### config.mk
export PLATFORM = sky130hd
export DESIGN_NAME = sysfast_unit
export DESIGN_NICKNAME = d
export VERILOG_FILES = /design/src/rtl/sysfast_unit.sv
export SDC_FILE = /design/constraint.sdc
export NUM_CORES = 1
export LEC_CHECK = 0
export BUFFER_PORTS_ARGS = -buffer_cell sky130_fd_sc_hd__buf_4
export CAP_MARGIN = 20
export CELL_PAD_IN_SITES_DETAIL_PLACEMENT = 0
export CELL_PAD_IN_SITES_GLOBAL_PLACEMENT = 1
export CORE_MARGIN = 2
export CORE_UTILIZATION = 35
export DETAILED_ROUTE_END_ITERATION = 7
export HOLD_SLACK_MARGIN = 0.05
export PLACE_DENSITY_LB_ADDON = 0.15
export SYNTH_ARGS = -nofsm -noshare
export SYNTH_HDL_FRONTEND = slang
export SYNTH_SLANG_ARGS = --single-unit
### constraint.sdc
create_clock -name clk -period 2.94 [get_ports clk]
set_input_delay 0.441 -clock clk [delete_from_list [all_inputs] [get_ports clk]]
set_output_delay 0.441 -clock clk [all_outputs]
set_load 0.03 [all_outputs]
### src/rtl/sysfast_unit.sv
module sysfast_unit #(
  parameter int XLEN = 32,
  parameter int SEL_W = 16,
  parameter int IDX_W = 32,
  parameter int RPL_W = 2,
  parameter logic [IDX_W-1:0] IDX_CS  = 'h174,
  parameter logic [IDX_W-1:0] IDX_ESP = 'h175,
  parameter logic [IDX_W-1:0] IDX_EIP = 'h176,
  parameter int SS_OFF = 8,
  parameter int XCS_OFF = 16,
  parameter int XSS_OFF = 24,
  parameter int TI_BITS = 3
) (
  input  logic             clk,
  input  logic             rst_n,
  input  logic             msr_wr,
  input  logic             msr_rd,
  input  logic [IDX_W-1:0] msr_idx,
  input  logic [XLEN-1:0]  msr_wdata_hi,
  input  logic [XLEN-1:0]  msr_wdata_lo,
  output logic [XLEN-1:0]  msr_rdata_hi,
  output logic [XLEN-1:0]  msr_rdata_lo,
  output logic             msr_fault,
  input  logic             enter_req,
  input  logic             exit_req,
  input  logic [RPL_W-1:0] cpl_in,
  input  logic [XLEN-1:0]  gpr_edx,
  input  logic [XLEN-1:0]  gpr_ecx,
  output logic             xfer_valid,
  output logic             xfer_fault,
  output logic [SEL_W-1:0] new_cs,
  output logic [SEL_W-1:0] new_ss,
  output logic [XLEN-1:0]  new_eip,
  output logic [XLEN-1:0]  new_esp,
  output logic [RPL_W-1:0] new_cpl
);
  localparam logic [RPL_W-1:0] RING0 = '0;
  localparam logic [RPL_W-1:0] RING_USER = '1;

  logic [SEL_W-1:0] cs_q;
  logic [XLEN-1:0]  esp_q, eip_q;

  wire hit_cs  = (msr_idx == IDX_CS);
  wire hit_esp = (msr_idx == IDX_ESP);
  wire hit_eip = (msr_idx == IDX_EIP);
  wire idx_ok  = hit_cs | hit_esp | hit_eip;

  logic [XLEN-1:0] rd_mux;
  always_comb begin
    rd_mux = '0;
    if (hit_cs)  rd_mux = XLEN'(cs_q);
    if (hit_esp) rd_mux = esp_q;
    if (hit_eip) rd_mux = eip_q;
  end

  always_ff @(posedge clk) begin
    if (!rst_n) begin
      cs_q  <= '0;
      esp_q <= '0;
      eip_q <= '0;
    end else if (msr_wr) begin
      if (hit_cs)  cs_q  <= msr_wdata_lo[SEL_W-1:0];
      if (hit_esp) esp_q <= msr_wdata_lo;
      if (hit_eip) eip_q <= msr_wdata_lo;
    end
  end

  always_ff @(posedge clk) begin
    if (!rst_n) begin
      msr_rdata_hi <= '0;
      msr_rdata_lo <= '0;
      msr_fault    <= 1'b0;
    end else begin
      msr_fault <= (msr_rd | msr_wr) & ~idx_ok;
      if (msr_rd) begin
        msr_rdata_hi <= '0;
        msr_rdata_lo <= rd_mux;
      end
    end
  end

  wire do_enter = enter_req;
  wire do_exit  = exit_req & ~enter_req;
  wire base_bad = (cs_q[SEL_W-1:TI_BITS] == '0);
  wire deny     = base_bad | (do_exit & (cpl_in != RING0));
  wire go       = (do_enter | do_exit) & ~deny;

  wire [SEL_W-1:0] ss_enter = cs_q + SEL_W'(SS_OFF);
  wire [SEL_W-1:0] cs_exit  = cs_q + SEL_W'(XCS_OFF);
  wire [SEL_W-1:0] ss_exit  = cs_q + SEL_W'(XSS_OFF);

  always_ff @(posedge clk) begin
    if (!rst_n) begin
      xfer_valid <= 1'b0;
      xfer_fault <= 1'b0;
      new_cs     <= '0;
      new_ss     <= '0;
      new_eip    <= '0;
      new_esp    <= '0;
      new_cpl    <= '0;
    end else begin
      xfer_valid <= go;
      xfer_fault <= (do_enter | do_exit) & deny;
      if (go && do_enter) begin
        new_cs  <= cs_q;
        new_ss  <= ss_enter;
        new_eip <= eip_q;
        new_esp <= esp_q;
        new_cpl <= RING0;
      end else if (go) begin
        new_cs  <= {cs_exit[SEL_W-1:RPL_W], RING_USER};
        new_ss  <= {ss_exit[SEL_W-1:RPL_W], RING_USER};
        new_eip <= gpr_edx;
        new_esp <= gpr_ecx;
        new_cpl <= RING_USER;
      end
    end
  end


  xfer_excl_chk: assert property (@(posedge clk) disable iff (!rst_n)
    !(xfer_valid && xfer_fault));


  exit_ring_chk: assert property (@(posedge clk) disable iff (!rst_n)
    (exit_req && !enter_req && cpl_in != RING0) |=> (xfer_fault && !xfer_valid));


  fault_hold_chk: assert property (@(posedge clk) disable iff (!rst_n)
    xfer_fault |-> ($stable(new_cs) && $stable(new_ss) && $stable(new_eip) && $stable(new_esp)));


  user_rpl_chk: assert property (@(posedge clk) disable iff (!rst_n)
    (xfer_valid && new_cpl == RING_USER) |-> (new_cs[RPL_W-1:0] == RING_USER && new_ss[RPL_W-1:0] == RING_USER));


  ss_pair_chk: assert property (@(posedge clk) disable iff (!rst_n)
    xfer_valid |-> (new_ss == new_cs + SEL_W'(SS_OFF)));


  bad_idx_chk: assert property (@(posedge clk) disable iff (!rst_n)
    ((msr_wr || msr_rd) && !idx_ok) |=> msr_fault);


  enter_wins_chk: assert property (@(posedge clk) disable iff (!rst_n)
    (enter_req && exit_req && !base_bad) |=> (xfer_valid && new_cpl == RING0));
endmodule

==> results by group <==
Outcome
  • Status: complete, no violations

Clock network
  • Number of H-tree levels: 1
  • Reg clk slew, reported paths: 0.06 ns
  • Clock tree from TritonCTS: yes
  • Total clock buffers created by CTS: 25
  • Buffers inserted by post-CTS timing repair: 0
  • Hold buffer count at cts: 0
  • Post_cts resized: 0
  • Library cell used as clock root buffer: clkbuf_16
  • Bufs on Longest Clock Path: 3
  • Sink count of the clock tree: 209
  • Later-pin clock latency in the skew report: 0.51 ns

Timing
  • Share of the clock period used by the worst path: 79.5%
  • Shortest period the worst path allows: between 2 and 2.5 ns
  • Final setup violating endpoints: 0
  • Worst clock skew: roughly 0.0060 ns
  • Setup TNS: 0 ns
  • Total count of max-transition violations in the final report: 0
  • Setup repair after global routing missed its margin: false
  • Worst slew pin tran: 1.09 ns
  • Fmax achieved: 428 MHz
  • Number of failing hold endpoints at the final stage: 0
  • Slew Limit Headroom: ~28%
  • Hold_ws: 0.204 ns

GRT
  • Pin count of the biggest net entering global routing: 132
  • Global routing usage summed across all routing layers: 21.1%
  • Global-route wire length before repair: 48.3 mm
  • Number of global-route vias before repair: 8,083
  • Global route total overflow: 0
  • Initial antenna violation count: 0

Synth
  • Number of warnings reported in the yosys synthesis log: 0
  • Top-area cell type share of the netlist area: 42.2%
  • EDFF count, synth: 0
  • Post-synthesis simple-gate area fraction: 14.3%
  • Number of instances in the synthesized netlist: 1,035
  • Count of cell types in the netlist: 45
  • Total standard cell area after synthesis: slightly below 0.01 mm^2
  • Share of synthesized flip-flops with an asynchronous set or reset: 0%
  • Number of synthesized register bits: 209
  • Proportion of synthesized chip area in sequential cells: 42.2%
  • Xor/xnor cell area share of the yosys netlist: 1.77%
  • Most instantiated library cell after synthesis: dfxtp_1
  • Dominant combinational cell family by area after synthesis: compound AO/OA/AOI/OAI gates
  • Arithmetic-cell share of the synthesized area counting full adders, half adders and majority gates: 0.454%
  • Synthesized area per cell: 9.58 um^2
  • Leading area contributor after synthesis: dfxtp_1
  • Synth cell count leaders: dfxtp_1 (209), mux2i_1 (161), nand2_1 (119), a21oi_1 (111), a211oi_1 (86)
  • Complex-gate fraction of the synthesized area: 16.9%
  • Mux contribution to synthesized area: approximately 16%
  • Largest cells by area after synthesis: dfxtp_1 (42%), mux2i_1 (16%), a211oi_1 (6.5%), a21oi_1 (5.6%), nand2_1 (4.5%)
  • Prevailing post-synth register cell: dfxtp_1

Worst setup path
  • Sort of element at the end of the critical path: flip-flop
  • Critical path class: flip-flop to flip-flop
  • Sort of element at the start of the critical path: flip-flop
  • Crit path max fanout: 9
  • Worst EP arrival: between 2 and 3 ns
  • Data required time of the critical path: between 3 and 4 ns

Detailed routing
  • Number of DRC markers in iteration 0: approximately 500
  • Vias per inst: 5.09
  • Count of unresolved DRC violations after routing: 0
  • Detailed-route wire length per cell: 19.7 um
  • Number of antenna-violating nets in the routed design: 0
  • Total via count after detailed routing: 8,360
  • Detailed Route WL: 32.3 mm
  • Total iterations of the first detailed-routing run: 5

Floorplanning
  • Number of top-level design ports: approximately 330
  • Core Box Area: 0.0279 mm^2
  • DIE HEIGHT: 172 um
  • Chip width: ~170 um
  • Initial core utilization: 35.6%
  • Die outline area: 0.0297 mm^2
  • Site Rows: a little over 60

Final layout
  • Area growth, synth to finish: 29.4%
  • Number of inserted filler cells in the final layout: 2,765
  • Fraction of final layout cells sized beyond drive strength 1: 27.9%
  • ANT cells: 0
  • Combined area of the multi-input logic cells: ~0.0051 mm^2
  • Fin nets: around 1,400
  • Footprint of the flip-flops and latches: roughly 0.0042 mm^2

Pwr
  • Pwr per Cell Area: 492 mW/mm^2
  • Worst vdd rail ir drop: 323 uV
  • Leak Pwr: 0.00495 uW

Placed design
  • Number of input and output port buffers inserted: 268
  • Detailed placer's ending HPWL: roughly 22 mm
  • Placer Congestion: 0.764

Flow run
  • Number of violations of the max-capacitance limit: 0

Hold path
  • Class of the tightest hold or removal check: input pin to flip-flop
-- per-stage QoR --
| step | cells | power, uW | util, % | setup WS [ns] | cell area [um^2] |
|---|---|---|---|---|---|
| 3_5_place_dp | 1598 | 3380 | 43.2 | 0.572 | 12000 |
| 6_report | 1641 | 6310 | 46.0 | 0.602 | 12800 |
| 5_1_grt | 1641 | 6520 | 46.0 | 0.383 | 12800 |
| 2_1_floorplan | 1066 | 3190 | - | 0.471 | 10000 |
| 3_3_place_gp | 1598 | 3380 | 43.2 | 0.566 | 12000 |
| 4_1_cts | 1641 | 6380 | 46.0 | 0.598 | 12800 |
-- area by class of cell --
| type | count | area share (%) |
|---|---|---|
| Timing Repair Buffer | 295 | 17.9 |
| Sequential cell | 209 | 32.6 |
| Clock inverter | 3 | 0.117 |
| Inverter | 4 | 0.137 |
| Tap cell | 378 | 3.69 |
| Multi-Input combinational cell | 712 | 39.6 |
| Clock buffer | 40 | 6.02 |
-- worst paths after layout --
path                    startpoint               to  slack [ns]  cells after the start
setup / recovery           cs_q[8]       new_ss[15]        0.60                      8
setup reg to reg           cs_q[8]       new_ss[15]        0.60                      8
hold reg to reg    msr_rdata_lo[2]  msr_rdata_lo[2]        0.47                      2
hold / removal    msr_wdata_lo[31]        eip_q[31]        0.20                      3
-- power breakdown --
| group | leakage (uW) | switching, uW | total, uW | internal, uW |
|---|---|---|---|---|
| registers | 0.00168 | 0.570 | 2830 | 2830 |
| logic | 0.00288 | 280 | 483 | 203 |
| clock network | 0.000392 | 1220 | 3000 | 1780 |
-- state kept, by name, indices dropped and copies added, names as in the netlist --
name	flops
msr_fault	1
new_cs	16
eip_q	32
cs_q	16
new_ss	13
xfer_fault	1
esp_q	32
new_cpl	1
new_esp	32
msr_rdata_lo	32
new_eip	32
xfer_valid	1
-- kinds of logic after synthesis --
logic type,count (synthesis)
adders and majority gates,3
DFF,209
AOI/OAI and AO/OA,259
xor gates and xnor gates,20
other,1
and+or+nand+nor,237
buffers and inverters,145
muxes,161
-- worst max-delay path, stage by stage (launching register included) --
cell and delay (ns):
dfxtp_1 0.43, nor4_2 0.37, nand4_1 0.16, nand2_1 0.17, fa_1 0.26, nand3_1 0.21, nor3_1 0.31, xnor2_1 0.12
a211oi_1 0.22
-- layout by cell type, fill, tap and decap left out, types with 2 or more instances in the layout --
cell         n
buf_4      289
dfxtp_1    209
mux2i_1    161
nand2_1    119
a21oi_1    111
a211oi_1    86
conb_1      32
clkbuf_16   25
nor4b_1     18
nand2b_1    17
nor2b_1     16
a22oi_1     16
o21a_1      16
a2bb2oi_1   16
xnor2_1     15
or4b_1      13
nor2_1      11
clkbuf_8     9
nor3_1       8
o21ai_0      7
nand4_1      6
nor4b_4      6
clkbuf_1     6
buf_12       6
xor2_1       5
nand3_1      4
nor4_2       3
inv_1        3
or4b_2       3
a311oi_1     3
clkinv_2     3
nand4_4      2
nor4b_2      2
or3_1        2
ha_1         2
-- routing by layer --
layer	track usage (%)	vias to the layer above	share of wire (%)
met5	0	-	0
met4	4.90	0	2.2
met3	4.72	34	6.3
met2	33.8	257	46
met1	28.9	3981	46
li1	-	4088	-
(Power assumes the default switching activity.)
